### src/rtl/pwr_mode_pkg.sv
package pwr_mode_pkg;

  localparam int NPERIPH = 11;

  localparam int P_CORE = 0;
  localparam int P_CAPT = 1;
  localparam int P_PWM0 = 2;
  localparam int P_PWM1 = 3;
  localparam int P_CONV = 4;
  localparam int P_TMRA = 5;
  localparam int P_TMRB = 6;
  localparam int P_TMRC = 7;
  localparam int P_SER0 = 8;
  localparam int P_SER1 = 9;
  localparam int P_EXTI = 10;

  // How one peripheral behaves while the idle state is active
  typedef enum logic [1:0] {
    IDLE_RUN      = 2'd0,
    IDLE_HALT     = 2'd1,
    IDLE_HALT_RST = 2'd2,
    IDLE_OPTIONAL = 2'd3
  } idle_pol_e;

  typedef struct packed {
    logic idle;
    logic pdown;
    logic conv_idle_run;
  } pwr_state_t;

  function automatic idle_pol_e idle_policy(input int idx);
    idle_pol_e pol;
    case (idx)
      P_CORE:                 pol = IDLE_HALT;
      P_CAPT, P_PWM0, P_PWM1: pol = IDLE_HALT_RST;
      P_CONV:                 pol = IDLE_OPTIONAL;
      default:                pol = IDLE_RUN;
    endcase
    return pol;
  endfunction

endpackage

### src/rtl/pwr_ctrl_regs.sv
module pwr_ctrl_regs
  import pwr_mode_pkg::*;
#(
  parameter int DW       = 8,
  parameter int IDLE_BIT = 0,
  parameter int PD_BIT   = 1,
  parameter int OPT_BIT  = 0
) (
  input  logic          clk,
  input  logic          rst_n,
  input  logic          reg_sel,
  input  logic          wr_en,
  input  logic [DW-1:0] wr_data,
  input  logic          pd_allow,
  input  logic          irq_req,
  input  logic          ext_irq,
  output logic [DW-1:0] rd_data,
  output pwr_state_t    st
);

  logic idle_q, pd_q, opt_q;
  logic idle_d, pd_d, opt_d;
  logic ctrl_wr, opt_wr, pd_accept, wake_any;
  logic unused_wr_bits;

  assign ctrl_wr   = wr_en & ~reg_sel;
  assign opt_wr    = wr_en & reg_sel;
  assign pd_accept = wr_data[PD_BIT] & pd_allow;
  assign wake_any  = irq_req | ext_irq;
  assign unused_wr_bits = ^wr_data;

  always_comb begin
    pd_d = pd_q;
    if (ctrl_wr) pd_d = pd_accept;
    if (ext_irq) pd_d = 1'b0;

    idle_d = idle_q;
    if (ctrl_wr) idle_d = wr_data[IDLE_BIT] & ~pd_accept;
    if (wake_any) idle_d = 1'b0;

    opt_d = opt_wr ? wr_data[OPT_BIT] : opt_q;
  end

  always_ff @(posedge clk or negedge rst_n) begin
    if (!rst_n) begin
      idle_q <= 1'b0;
      pd_q   <= 1'b0;
      opt_q  <= 1'b0;
    end else begin
      idle_q <= idle_d;
      pd_q   <= pd_d;
      opt_q  <= opt_d;
    end
  end

  always_comb begin
    rd_data = '0;
    if (!reg_sel) begin
      rd_data[IDLE_BIT] = idle_q;
      rd_data[PD_BIT]   = pd_q;
    end else begin
      rd_data[OPT_BIT]  = opt_q;
    end
  end

  assign st.idle          = idle_q;
  assign st.pdown         = pd_q;
  assign st.conv_idle_run = opt_q;

  assert_pd_blocked_R8: assert property (@(posedge clk) disable iff (!rst_n)
    (ctrl_wr && !pd_allow) |=> !pd_q);

  assert_pd_wins_R9: assert property (@(posedge clk) disable iff (!rst_n)
    (ctrl_wr && pd_allow && wr_data[PD_BIT] && !ext_irq) |=> (pd_q && !idle_q));

  assert_irq_clears_idle_R10: assert property (@(posedge clk) disable iff (!rst_n)
    irq_req |=> !idle_q);

  assert_irq_keeps_pd_R10: assert property (@(posedge clk) disable iff (!rst_n)
    (irq_req && !ext_irq && !wr_en) |=> (pd_q == $past(pd_q)));

  assert_ext_wake_R11: assert property (@(posedge clk) disable iff (!rst_n)
    ext_irq |=> (!pd_q && !idle_q));

  assert_opt_write_R2: assert property (@(posedge clk) disable iff (!rst_n)
    opt_wr |=> (opt_q == $past(wr_data[OPT_BIT])));

endmodule

### src/rtl/pwr_gate_map.sv
module pwr_gate_map
  import pwr_mode_pkg::*;
#(
  parameter int N = NPERIPH
) (
  input  logic         clk,
  input  logic         rst_n,
  input  pwr_state_t   st,
  output logic [N-1:0] clk_en,
  output logic [N-1:0] rst_hold,
  output logic [1:0]   pwm_force_hi,
  output logic         osc_stop
);

  logic idle_act;

  assign idle_act     = st.idle & ~st.pdown;
  assign osc_stop     = st.pdown;
  assign pwm_force_hi = {2{idle_act}};

  for (genvar g = 0; g < N; g++) begin : g_periph
    always_comb begin
      clk_en[g]   = ~st.pdown;
      rst_hold[g] = 1'b0;
      if (idle_act) begin
        case (idle_policy(g))
          IDLE_HALT:     clk_en[g] = 1'b0;
          IDLE_HALT_RST: begin
            clk_en[g]   = 1'b0;
            rst_hold[g] = 1'b1;
          end
          IDLE_OPTIONAL: clk_en[g] = st.conv_idle_run;
          default:       clk_en[g] = 1'b1;
        endcase
      end
    end
  end

  assert_idle_core_capt_R3: assert property (@(posedge clk) disable iff (!rst_n)
    (st.idle && !st.pdown) |-> (!clk_en[P_CORE] && !clk_en[P_CAPT] && rst_hold[P_CAPT]));

  assert_pwm_forced_R4: assert property (@(posedge clk) disable iff (!rst_n)
    (pwm_force_hi != 2'b00) |-> (rst_hold[P_PWM0] && rst_hold[P_PWM1]
                                 && !clk_en[P_PWM0] && !clk_en[P_PWM1]));

  assert_conv_option_R5: assert property (@(posedge clk) disable iff (!rst_n)
    (st.idle && !st.pdown) |-> (clk_en[P_CONV] == st.conv_idle_run));

  assert_idle_keep_R6: assert property (@(posedge clk) disable iff (!rst_n)
    (st.idle && !st.pdown) |-> (&clk_en[N-1:P_TMRA] && (rst_hold[N-1:P_CONV] == '0)));

  assert_osc_gates_all_R7: assert property (@(posedge clk) disable iff (!rst_n)
    osc_stop |-> (clk_en == '0 && rst_hold == '0 && pwm_force_hi == 2'b00));

  assert_run_all_R1: assert property (@(posedge clk) disable iff (!rst_n)
    (!st.idle && !st.pdown) |-> (&clk_en && rst_hold == '0));

endmodule

### src/rtl/pwr_mode_ctrl.sv
module pwr_mode_ctrl
  import pwr_mode_pkg::*;
#(
  parameter int DW       = 8,
  parameter int IDLE_BIT = 0,
  parameter int PD_BIT   = 1,
  parameter int OPT_BIT  = 0
) (
  input  logic               clk,
  input  logic               rst_n,
  input  logic               reg_sel,
  input  logic               wr_en,
  input  logic [DW-1:0]      wr_data,
  output logic [DW-1:0]      rd_data,
  input  logic               pd_allow,
  input  logic               irq_req,
  input  logic               ext_irq,
  output logic [NPERIPH-1:0] clk_en,
  output logic [NPERIPH-1:0] rst_hold,
  output logic [1:0]         pwm_force_hi,
  output logic               osc_stop
);

  pwr_state_t st;

  pwr_ctrl_regs #(
    .DW(DW), .IDLE_BIT(IDLE_BIT), .PD_BIT(PD_BIT), .OPT_BIT(OPT_BIT)
  ) u_regs (
    .clk(clk), .rst_n(rst_n), .reg_sel(reg_sel), .wr_en(wr_en),
    .wr_data(wr_data), .pd_allow(pd_allow), .irq_req(irq_req),
    .ext_irq(ext_irq), .rd_data(rd_data), .st(st)
  );

  pwr_gate_map #(.N(NPERIPH)) u_gate (
    .clk(clk), .rst_n(rst_n), .st(st), .clk_en(clk_en),
    .rst_hold(rst_hold), .pwm_force_hi(pwm_force_hi), .osc_stop(osc_stop)
  );

endmodule

### config.mk
export PLATFORM = sky130hd
export DESIGN_NAME = pwr_mode_ctrl
export DESIGN_NICKNAME = d
export VERILOG_FILES = /design/src/rtl/pwr_mode_pkg.sv /design/src/rtl/pwr_ctrl_regs.sv /design/src/rtl/pwr_gate_map.sv /design/src/rtl/pwr_mode_ctrl.sv
export SDC_FILE = /design/constraint.sdc
export NUM_CORES = 1
export LEC_CHECK = 0
export ABC_AREA = 1
export BUFFER_PORTS_ARGS = -buffer_cell sky130_fd_sc_hd__buf_4
export CAP_MARGIN = 10
export CORE_MARGIN = 2
export CORE_UTILIZATION = 31
export CTS_BUF_LIST = sky130_fd_sc_hd__clkbuf_4 sky130_fd_sc_hd__clkbuf_8
export CTS_CLUSTER_DIAMETER = 60
export DETAILED_ROUTE_END_ITERATION = 6
export PLACE_DENSITY = 0.77
export SYNTH_ARGS = -nofsm -noshare
export SYNTH_HDL_FRONTEND = slang
export SYNTH_HIERARCHICAL = 1
export SYNTH_SLANG_ARGS = --single-unit
### constraint.sdc
create_clock -name clk -period 1.1 [get_ports clk]
set_input_delay 0.22 -clock clk [delete_from_list [all_inputs] [get_ports clk]]
set_output_delay 0.22 -clock clk [all_outputs]
set_load 0.01 [all_outputs]
==> summary.md, run 1 <==
| Metric | Value |
|---|---|
| Status | `finished with violations` |
| Failing checks | `setup timing` |
| CP Launch Type | `flip-flop` |
| Worst clock skew | `0 ns` |
| Via density | `between 3 and 4` |
| DRT antenna net count | `0` |
| Total track usage | `0.0907` |
| Fin. max-slew vios | `0` |
| Final Hold Slack | `approximately 0.22 ns` |
| Area grow syn2layout | `40.3%` |
| Drc violations | `0` |
| RePlAce Congestion | `0.686` |
| DRT iter0 DRCs | `4` |
| Chip Height | `around 42 µm` |
| Starting Density | `0.332` |
| First-pass GRT wire length | `around 1100 µm` |
| PortBufs | `27` |
| Max clock buf depth | `2` |
| Synth unique cells | `11` |
| PwrDens | `just over 900 nW/µm²` |
| Min cycle time layout | `about 1.3 ns` |
| Site Rows | `13` |
| Post-Place Setup Slack | `0.0497 ns` |
| TritonRoute pass-1 iters | `4` |
| Net count, final | `between 90 and 100` |
| Synth warn | `6` |
| Syn_area_per_cell | `6.64 µm²` |
| Antenna violations before repair | `0` |
| Total CTS buffers | `3` |
| Layout cells sized above 1 | `0.554` |
| Endpoints failing setup | `18` |
| Wire per inst | `roughly 8 µm` |
| Die W | `about 42 µm` |
| Final core occ | `0.466` |
| Maxcap violations | `0` |
| Fillers | `about 130` |
| Hold Path Class | `in2reg` |
| Diodes inserted | `0` |
| Final WS setup | `-0.161 ns` |
| Part of the cycle the worst path needs | `1.15` |
| Worst Path Required | `0.88 ns` |
| Synth Instances | `66` |
| Vias | `approximately 380` |
| P_leak | `between 0.3 and 0.4 nW` |
| Core ar. | `1320 µm²` |
| Final hold vios | `0` |
| CTS tree | `done` |
| Seq/Total Area, Yosys | `0.171` |
| Grt ovf | `0` |
| Peak VDD IR | `~0.33 mV` |
| Mapped cell area | `approximately 440 µm²` |
| Number of synthesized register bits | `3` |
| Crit Path Class | `reg2out` |
| Cell area after layout | `just over 600 µm²` |
| Vias in the first global route | `275` |
| Final Total Pwr | `between 0.5 and 0.6 mW` |
| CTS sink cnt | `3` |
| Die area | `around 1700 µm²` |
| Post-DP HPWL | `596 µm` |
| Worst EP arrival | `roughly 1.0 ns` |
| # IOs | `48` |
| H-tree depth | `1` |
| Fmax | `793 MHz` |
| RSZ-0062 raised after global routing | `true` |
| Root Buffer | `clkbuf_4` |
| DP Area | `approximately 480 µm²` |
| Final wirelength | `approximately 790 µm` |
| CP Capture Type | `primary output` |
| Clk slew on worst S/H paths | `0.04 ns` |
| Largest net degree at the start of global routing | `7` |
| Worst skew pair latency | `approximately 0.23 ns` |
| CP Max Fanout | `6` |
-- worst max-delay path, stage by stage, from the launching register on --
cell and delay [ns]:
dfrtp_2 0.46, inv_4 0.11, nand2_4 0.06, inv_4 0.08, buf_6 0.10
-- final cells by class --
class	instances	area [µm²]	area share
timing repair buffer	32	292	0.475
sequential	3	76.3	0.124
clock buffer	4	30.0	0.0489
tap	15	18.8	0.0305
inverter	7	31.3	0.0509
multi-input combinational	37	166	0.271
-- timing repair --
item	CTS	global route
hold buffers	1	0
setup buffers	4	0
endpoints found under the setup margin	19	18
endpoints found under the hold margin	3	0
gates resized for setup	17	5
pin swaps	2	1
-- synthesized netlist by cell type --
cell type | n | area, µm²
a21oi_1 | 1 | 5.00
buf_4 | 31 | 233
nand2_1 | 12 | 45.0
inv_1 | 5 | 18.8
nand3_1 | 2 | 10.0
nand2_2 | 2 | 12.5
o21ai_0 | 1 | 5.00
inv_2 | 2 | 7.51
nor2_1 | 5 | 18.8
dfrtp_1 | 3 | 75.1
conb_1 | 2 | 7.51
-- path summary, 6_finish.rpt --
path | from | endpoint | slack (ns) | cells after the start
min in group asynchronous | rst_n | u_regs/opt_q$_DFFE_PN0P_ | 0.32 | 2
worst max register to register | u_regs/pd_q$_DFFE_PN0P_ | u_regs/pd_q$_DFFE_PN0P_ | 0.37 | 2
worst min register to register | u_regs/opt_q$_DFFE_PN0P_ | u_regs/opt_q$_DFFE_PN0P_ | 0.51 | 2
worst min-delay path | irq_req | u_regs/idle_q$_DFFE_PN0P_ | 0.22 | 4
worst max-delay path | u_regs/pd_q$_DFFE_PN0P_ | clk_en[1] | -0.16 | 4
max in group asynchronous | rst_n | u_regs/pd_q$_DFFE_PN0P_ | 0.67 | 2
-- placed cells by master, fill, tap and decap left out, types with 3 or more instances in the layout --
cell      Yosys  routed
buf_6         0      13
nor2_1        5       3
nand2_1      12      11
buf_4        31      18
inv_2         2       3
clkbuf_4      0       4
conb_1        2      14
-- metal layers --
| layer | global-route usage | vias up | share of wire |
|---|---|---|---|
| li1 | - | 184 | - |
| met1 | 0.0818 | 161 | 0.31 |
| met2 | 0.159 | 32 | 0.57 |
| met3 | 0.0174 | 0 | 0.12 |
| met4 | 0.0968 | 0 | 0 |
| met5 | 0 | - | 0 |
-- stage by stage --
| step | cells | TNS (ns) |
|---|---|---|
| 2_1_floorplan | 78 | 0 |
| 6_report | 98 | -2.36 |
| 5_1_grt | 98 | -3.10 |
| 3_5_place_dp | 89 | 0 |
| 4_1_cts | 98 | -2.31 |
| 3_3_place_gp | 89 | 0 |
-- power by group --
group          switching (mW)  leakage [nW]  internal [mW]
Sequential             0.0105        0.0381          0.119
Combinational           0.106         0.290          0.111
Clock                  0.0567        0.0184          0.160
Total                   0.174         0.347          0.391
-- registers in the layout, indices dropped and copies added (netlist names) --
register / count
u_regs/pd_q: 1
u_regs/idle_q: 1
u_regs/opt_q: 1
-- logic make-up after synthesis --
kind of cell           Yosys count  share of synthesized area
other                            2                     0.0171
AOI/OAI and AO/OA                2                     0.0228
and+or+nand+nor                 21                      0.197
DFF                              3                      0.171
buffers and inverters           38                      0.591
No activity file was read; power rests on OpenSTA's default activity.
==> inputs of run 2 (changes only) <==
--- a/config.mk
+++ b/config.mk
@@ -14,6 +14,7 @@
 export CTS_CLUSTER_DIAMETER = 60
 export DETAILED_ROUTE_END_ITERATION = 6
 export PLACE_DENSITY = 0.77
+export SETUP_SLACK_MARGIN = 0.4
 export SYNTH_ARGS = -nofsm -noshare
 export SYNTH_HDL_FRONTEND = slang
 export SYNTH_HIERARCHICAL = 1
==> summary.md, run 2 (synthesis gave the netlist of run 1 again) <==
| Metric | Value |
|---|---|
| Cell area after layout | `649 µm² (+5.7%)` |
| Antenna violations before repair | `0 (unchanged)` |
| Status | `finished with violations` |
| Vias in the first global route | `332 (+21%)` |
| Grt ovf | `0 (unchanged)` |
| Net count, final | `102 (+3.0%)` |
| Worst EP arrival | `1.02 ns (-0.02 ns)` |
| CP Launch Type | `flip-flop` |
| Failing checks | `setup timing` |
| Crit path buf inv count | `3 (unchanged)` |
| Area grow syn2layout | `48.3%` |
| Root Buffer | `clkbuf_4` |
| Max clock buf depth | `2 (unchanged)` |
| First-pass GRT wire length | `1240 µm (+8.5%)` |
| Diodes inserted | `0 (unchanged)` |
| Die area | `1730 µm² (unchanged)` |
| Hold Path Class | `in2reg` |
| Wire per inst | `8.08 µm (+0.86%)` |
| Part of the cycle the worst path needs | `1.13 (-0.0150)` |
| Worst Path Required | `0.88 ns (about the same)` |
| Fmax | `804 MHz (+1.3%)` |
| Worst skew pair latency | `0.23 ns (about the same)` |
| Via density | `3.82 (-0.65%)` |
| Final WS setup | `-0.144 ns (+0.0165 ns)` |
| DRT antenna net count | `0 (unchanged)` |
| Setup TNS | `-2.07 ns (+0.293 ns)` |
| DP Area | `500 µm² (+5.0%)` |
| Total track usage | `0.0952 (+0.00449)` |
| CTS sink cnt | `3 (unchanged)` |
| P_leak | `0.366 nW (+5.7%)` |
| Worst clock skew | `0 ns (unchanged)` |
| Drc violations | `0 (unchanged)` |
| Final hold vios | `0 (unchanged)` |
| Largest net degree at the start of global routing | `9 (+2)` |
| Commonest non-fill, non-tap cell in the layout | `buf_4` |
| H-tree depth | `1 (unchanged)` |
| Commonest cells after routing, fill and taps aside | `22 x buf_4, 14 x conb_1, 12 x buf_6` |
| Slowest-stage cell, CP | `dfrtp_2` |
| Kind of cell adding the most delay to the critical path | `flip-flops` |
| Largest registers | `u_regs/idle_q: 1 flops, u_regs/opt_q: 1 flops, u_regs/pd_q: 1 flops` |
| Post-DP HPWL | `637 µm (+7.0%)` |
| Starting Density | `0.332 (unchanged)` |
| Fin. max-slew vios | `0 (unchanged)` |
| CP Max Fanout | `7 (+1)` |
| Min cycle time layout | `1.24 ns (-0.0165 ns)` |
| Peak VDD IR | `0.423 mV (+29%)` |
| RePlAce Congestion | `0.638 (-7.0%)` |
| TritonRoute pass-1 iters | `4 (unchanged)` |
| Chip Height | `41.6 µm (unchanged)` |
| Endpoints failing setup | `19 (+1)` |
| Fillers | `136 (+1.5%)` |
| RSZ-0062 raised after global routing | `true` |
| CP Capture Type | `primary output` |
| Layout cells sized above 1 | `0.593 (+0.0388)` |
| Site Rows | `13 (unchanged)` |
| DRT iter0 DRCs | `2 (-2)` |
| CP Cell Sequence | `inv_8 -> nand2_4 -> inv_4 -> buf_6` |
| Final wirelength | `816 µm (+3.9%)` |
| # IOs | `48 (unchanged)` |
| CTS tree | `done` |
| Vias | `386 (+2.4%)` |
| Clk slew on worst S/H paths | `0.04 ns (about the same)` |
| Die W | `41.6 µm (unchanged)` |
| Crit Path Class | `reg2out` |
| Total CTS buffers | `3 (unchanged)` |
| Maxcap violations | `0 (unchanged)` |
| CP max stage delay | `0.47 ns (about the same)` |
| Core ar. | `1320 µm² (unchanged)` |
| PwrDens | `905 nW/µm² (-1.5%)` |
| PortBufs | `27 (unchanged)` |
[run 2: cell count changes in the layout (fill, tap and decap cells not counted)]
cell     before  now
buf_4        18   22
buf_6        13   12
inv_1         2    3
inv_2         3    2
inv_4         2    1
inv_8         0    1
nand2_1      11   10
nand2_2       2    3
nand3_1       2    1
nand3_2       0    1
o21ai_1       1    0
o21ai_2       0    1
[run 2: through the flow]
step	setup slack (ns)	power [mW]	hold slack, ns	utilization	std cells
final	-0.144	0.588	0.219	0.493	101
after global routing	-0.188	0.629	0.233	0.493	101
after CTS	-0.148	0.562	0.210	0.441	97
after detailed placement	0.0209	0.315	0.00918	0.380	89
after global placement	0.0273	0.310	0.00895	0.380	89
after floorplan	0.0705	0.317	-0.0756	-	78
[run 2: path summary, 6_finish.rpt]
kind / start / endpoint / slack, ns / cells after the start
max: u_regs/pd_q$_DFFE_PN0P_ / clk_en[3] / -0.14 / 4
min: irq_req / u_regs/idle_q$_DFFE_PN0P_ / 0.22 / 4
max reg2reg: u_regs/pd_q$_DFFE_PN0P_ / u_regs/pd_q$_DFFE_PN0P_ / 0.14 / 4
min reg2reg: u_regs/opt_q$_DFFE_PN0P_ / u_regs/opt_q$_DFFE_PN0P_ / 0.62 / 3
max in group asynchronous: rst_n / u_regs/pd_q$_DFFE_PN0P_ / 0.68 / 2
min in group asynchronous: rst_n / u_regs/idle_q$_DFFE_PN0P_ / 0.32 / 2
[run 2: metal layers]
layer / vias to the layer above / GRT usage / wire (µm)
met5: - / 0 / 0
met4: 0 / 0.0581 / 0
met3: 0 / 0.0522 / 126
met2: 35 / 0.169 / 425
met1: 160 / 0.0818 / 264
li1: 191 / - / -
[run 2: power by group]
part	switching [mW]	internal (mW)	total [mW]	leakage [nW]
registers	0.0118	0.119	0.131	0.0381
logic	0.113	0.126	0.239	0.310
clock network	0.0570	0.160	0.217	0.0184
[run 2: area by class of cell]
type / instances / area, µm² / area share
Timing Repair Buffer: 35 / 310 / 0.478
Clock buffer: 4 / 30.0 / 0.0462
Multi-Input combinational cell: 37 / 178 / 0.274
Inverter: 7 / 36.3 / 0.0559
Tap cell: 15 / 18.8 / 0.0289
Sequential cell: 3 / 76.3 / 0.118
[run 2: worst register-to-register path: cells and delay by family (launching register included)]
| kind | cells | cell delay (ns) |
|---|---|---|
| buffers and inverters | 2 | 0.26 |
| flip-flops | 1 | 0.47 |
| AND/OR/NAND/NOR | 2 | 0.11 |
[run 2: repair_timing]
item,CTS,global route
hold buffers,1,0
endpoints found under the hold margin,3,0
setup buffers,3,4
pin swaps,1,1
setup endpoints to repair,21,22
resized for setup,5,11
==> inputs of run 3 (changes only) <==
--- a/config.mk
+++ b/config.mk
@@ -13,7 +13,7 @@
 export CTS_BUF_LIST = sky130_fd_sc_hd__clkbuf_4 sky130_fd_sc_hd__clkbuf_8
 export CTS_CLUSTER_DIAMETER = 60
 export DETAILED_ROUTE_END_ITERATION = 6
-export PLACE_DENSITY = 0.77
+export PLACE_DENSITY = 0.76
 export SETUP_SLACK_MARGIN = 0.4
 export SYNTH_ARGS = -nofsm -noshare
 export SYNTH_HDL_FRONTEND = slang
==> summary.md, run 3 (synthesis gave the netlist of run 1 again) <==
| Metric | Value |
|---|---|
| Site Rows | `13 (unchanged)` |
| Die W | `41.6 µm (unchanged)` |
| DRT iter0 DRCs | `6 (+4)` |
| First-pass GRT wire length | `1080 µm (-13%)` |
| Vias | `363 (-6.0%)` |
| Chip Height | `41.6 µm (unchanged)` |
| Crit Path Class | `reg2out` |
| Wire per inst | `7.45 µm (-7.8%)` |
| DRT antenna net count | `0 (unchanged)` |
| Finished Layout Cells | `98 (-3.0%)` |
| Psw | `0.171 mW (-5.8%)` |
| Final WS setup | `-0.137 ns (+0.00732 ns)` |
| Grt ovf | `0 (unchanged)` |
| Total track usage | `0.0835 (-0.0117)` |
| Largest registers | `u_regs/idle_q: 1 flops, u_regs/opt_q: 1 flops, u_regs/pd_q: 1 flops` |
| CP Max Fanout | `6 (-1)` |
| Total CTS buffers | `3 (unchanged)` |
| GR peak layer | `met2` |
| Status | `finished with violations` |
| Root Buffer | `clkbuf_4` |
| Placed Instances | `89 (unchanged)` |
| Min cycle time layout | `1.24 ns (-0.00732 ns)` |
| Die area | `1730 µm² (unchanged)` |
| Core ar. | `1320 µm² (unchanged)` |
| Logic pwr share | `0.381 (-0.026)` |
| Diodes inserted | `0 (unchanged)` |
| CTS sink cnt | `3 (unchanged)` |
| Clock Power Share | `0.387 (+0.017)` |
| Worst Path Required | `0.88 ns (about the same)` |
| Final wirelength | `730 µm (-11%)` |
| Worst EP arrival | `1.02 ns (about the same)` |
| CP Capture Type | `primary output` |
| RSZ-0062 raised after global routing | `true` |
| Met3 Resource Use GR | `0.0391 (-0.0130)` |
| Commonest non-fill, non-tap cell in the layout | `buf_4` |
| Fmax | `808 MHz (+0.59%)` |
| Worst clock skew | `0 ns (unchanged)` |
| H-tree depth | `1 (unchanged)` |
| Seq pwr share | `0.232 (+0.009)` |
| Drc violations | `0 (unchanged)` |
| Met2 global-route usage | `0.125 (-0.0438)` |
| Starting Density | `0.332 (unchanged)` |
| Hold Path Class | `in2reg` |
| CTS tree | `done` |
| PwrDens | `926 nW/µm² (+2.3%)` |
| Commonest cells after routing, fill and taps aside | `23 x buf_4, 14 x conb_1, 11 x nand2_1` |
| TritonRoute pass-1 iters | `4 (unchanged)` |
| Global Route met1 Usage | `0.0844 (+0.00264)` |
| PortBufs | `27 (unchanged)` |
| Clk slew on worst S/H paths | `0.04 ns (about the same)` |
| Sw Ratio | `0.306 (-0.00317)` |
| Final Total Pwr | `0.560 mW (-4.8%)` |
| P_leak | `0.346 nW (-5.6%)` |
| Part of the cycle the worst path needs | `1.12 (-0.00666)` |
| Final hold vios | `0 (unchanged)` |
| Worst skew pair latency | `0.23 ns (about the same)` |
| Post-DP HPWL | `603 µm (-5.4%)` |
| RePlAce Congestion | `0.666 (+4.3%)` |
| Max clock buf depth | `2 (unchanged)` |
| Largest net degree at the start of global routing | `9 (unchanged)` |
| Failing checks | `setup timing` |
| Via density | `3.70 (-3.1%)` |
| # IOs | `48 (unchanged)` |
| Area grow syn2layout | `38.0%` |
| Internal | `0.388 mW (-4.4%)` |
| Post-Place Setup Slack | `0.0202 ns (-0.000688 ns)` |
| Maxcap violations | `0 (unchanged)` |
| Layout cells sized above 1 | `0.554 (-0.0388)` |
| Fin. max-slew vios | `0 (unchanged)` |
| CP Launch Type | `flip-flop` |
| Net count, final | `99 (-2.9%)` |
| Vias in the first global route | `292 (-12%)` |
| Peak VDD IR | `0.404 mV (-4.4%)` |
| Endpoints failing setup | `19 (unchanged)` |
| Final Hold Slack | `0.231 ns (+0.0119 ns)` |
| Antenna violations before repair | `0 (unchanged)` |
[run 3: final timing paths]
kind                                          startpoint                        end  slack (ns)  depth (start not counted)
worst min-delay path                             irq_req  u_regs/idle_q$_DFFE_PN0P_        0.23                          4
worst max-delay path             u_regs/pd_q$_DFFE_PN0P_                  clk_en[1]       -0.14                          4
worst max register to register   u_regs/pd_q$_DFFE_PN0P_    u_regs/pd_q$_DFFE_PN0P_        0.25                          3
worst min register to register  u_regs/opt_q$_DFFE_PN0P_   u_regs/opt_q$_DFFE_PN0P_        0.50                          2
min in group asynchronous                          rst_n  u_regs/idle_q$_DFFE_PN0P_        0.32                          2
max in group asynchronous                          rst_n    u_regs/pd_q$_DFFE_PN0P_        0.68                          2
[run 3: stage by stage]
| step | setup TNS (ns) | util | cell area (µm²) |
|---|---|---|---|
| global placement | 0 | 0.380 | 500 |
| CTS | -1.89 | 0.425 | 561 |
| global route | -2.73 | 0.459 | 604 |
| finish | -1.99 | 0.459 | 604 |
| floorplan | 0 | - | 546 |
| detailed placement | 0 | 0.380 | 500 |
[run 3: worst max-delay path: stages, from the launching register on]
cell,delay [ns]
dfrtp_2,0.47
inv_8,0.09
nand2_4,0.05
inv_4,0.07
buf_6,0.10
[run 3: final cells by class]
cell class	instances	area (µm²)
fill	139	713
clock buffer	4	30.0
inverter	7	36.3
tap	15	18.8
multi-input combinational	37	170
timing repair buffer	32	273
sequential	3	76.3
[run 3: metal layers]
layer | vias up | share of wire
li1 | 182 | -
met1 | 148 | 0.32
met2 | 33 | 0.50
met3 | 0 | 0.18
met4 | 0 | 0
met5 | - | 0
[run 3: timing repair]
item,4_1_cts,5_1_grt
setup buffers,2,2
hold buffers,1,0
endpoints found under the setup margin,21,21
hold endpoints to repair,3,0
gates resized for setup,2,8
pin swaps,1,2
[run 3: power by group through the flow]
stage | combinational (mW) | clock, mW | sequential (mW)
4_1_cts | 0.193 | 0.228 | 0.130
5_1_grt | 0.232 | 0.233 | 0.131
3_5_place_dp | 0.182 | 0 | 0.131
3_3_place_gp | 0.179 | 0 | 0.131
6_report | 0.214 | 0.216 | 0.130
2_1_floorplan | 0.192 | 0 | 0.125
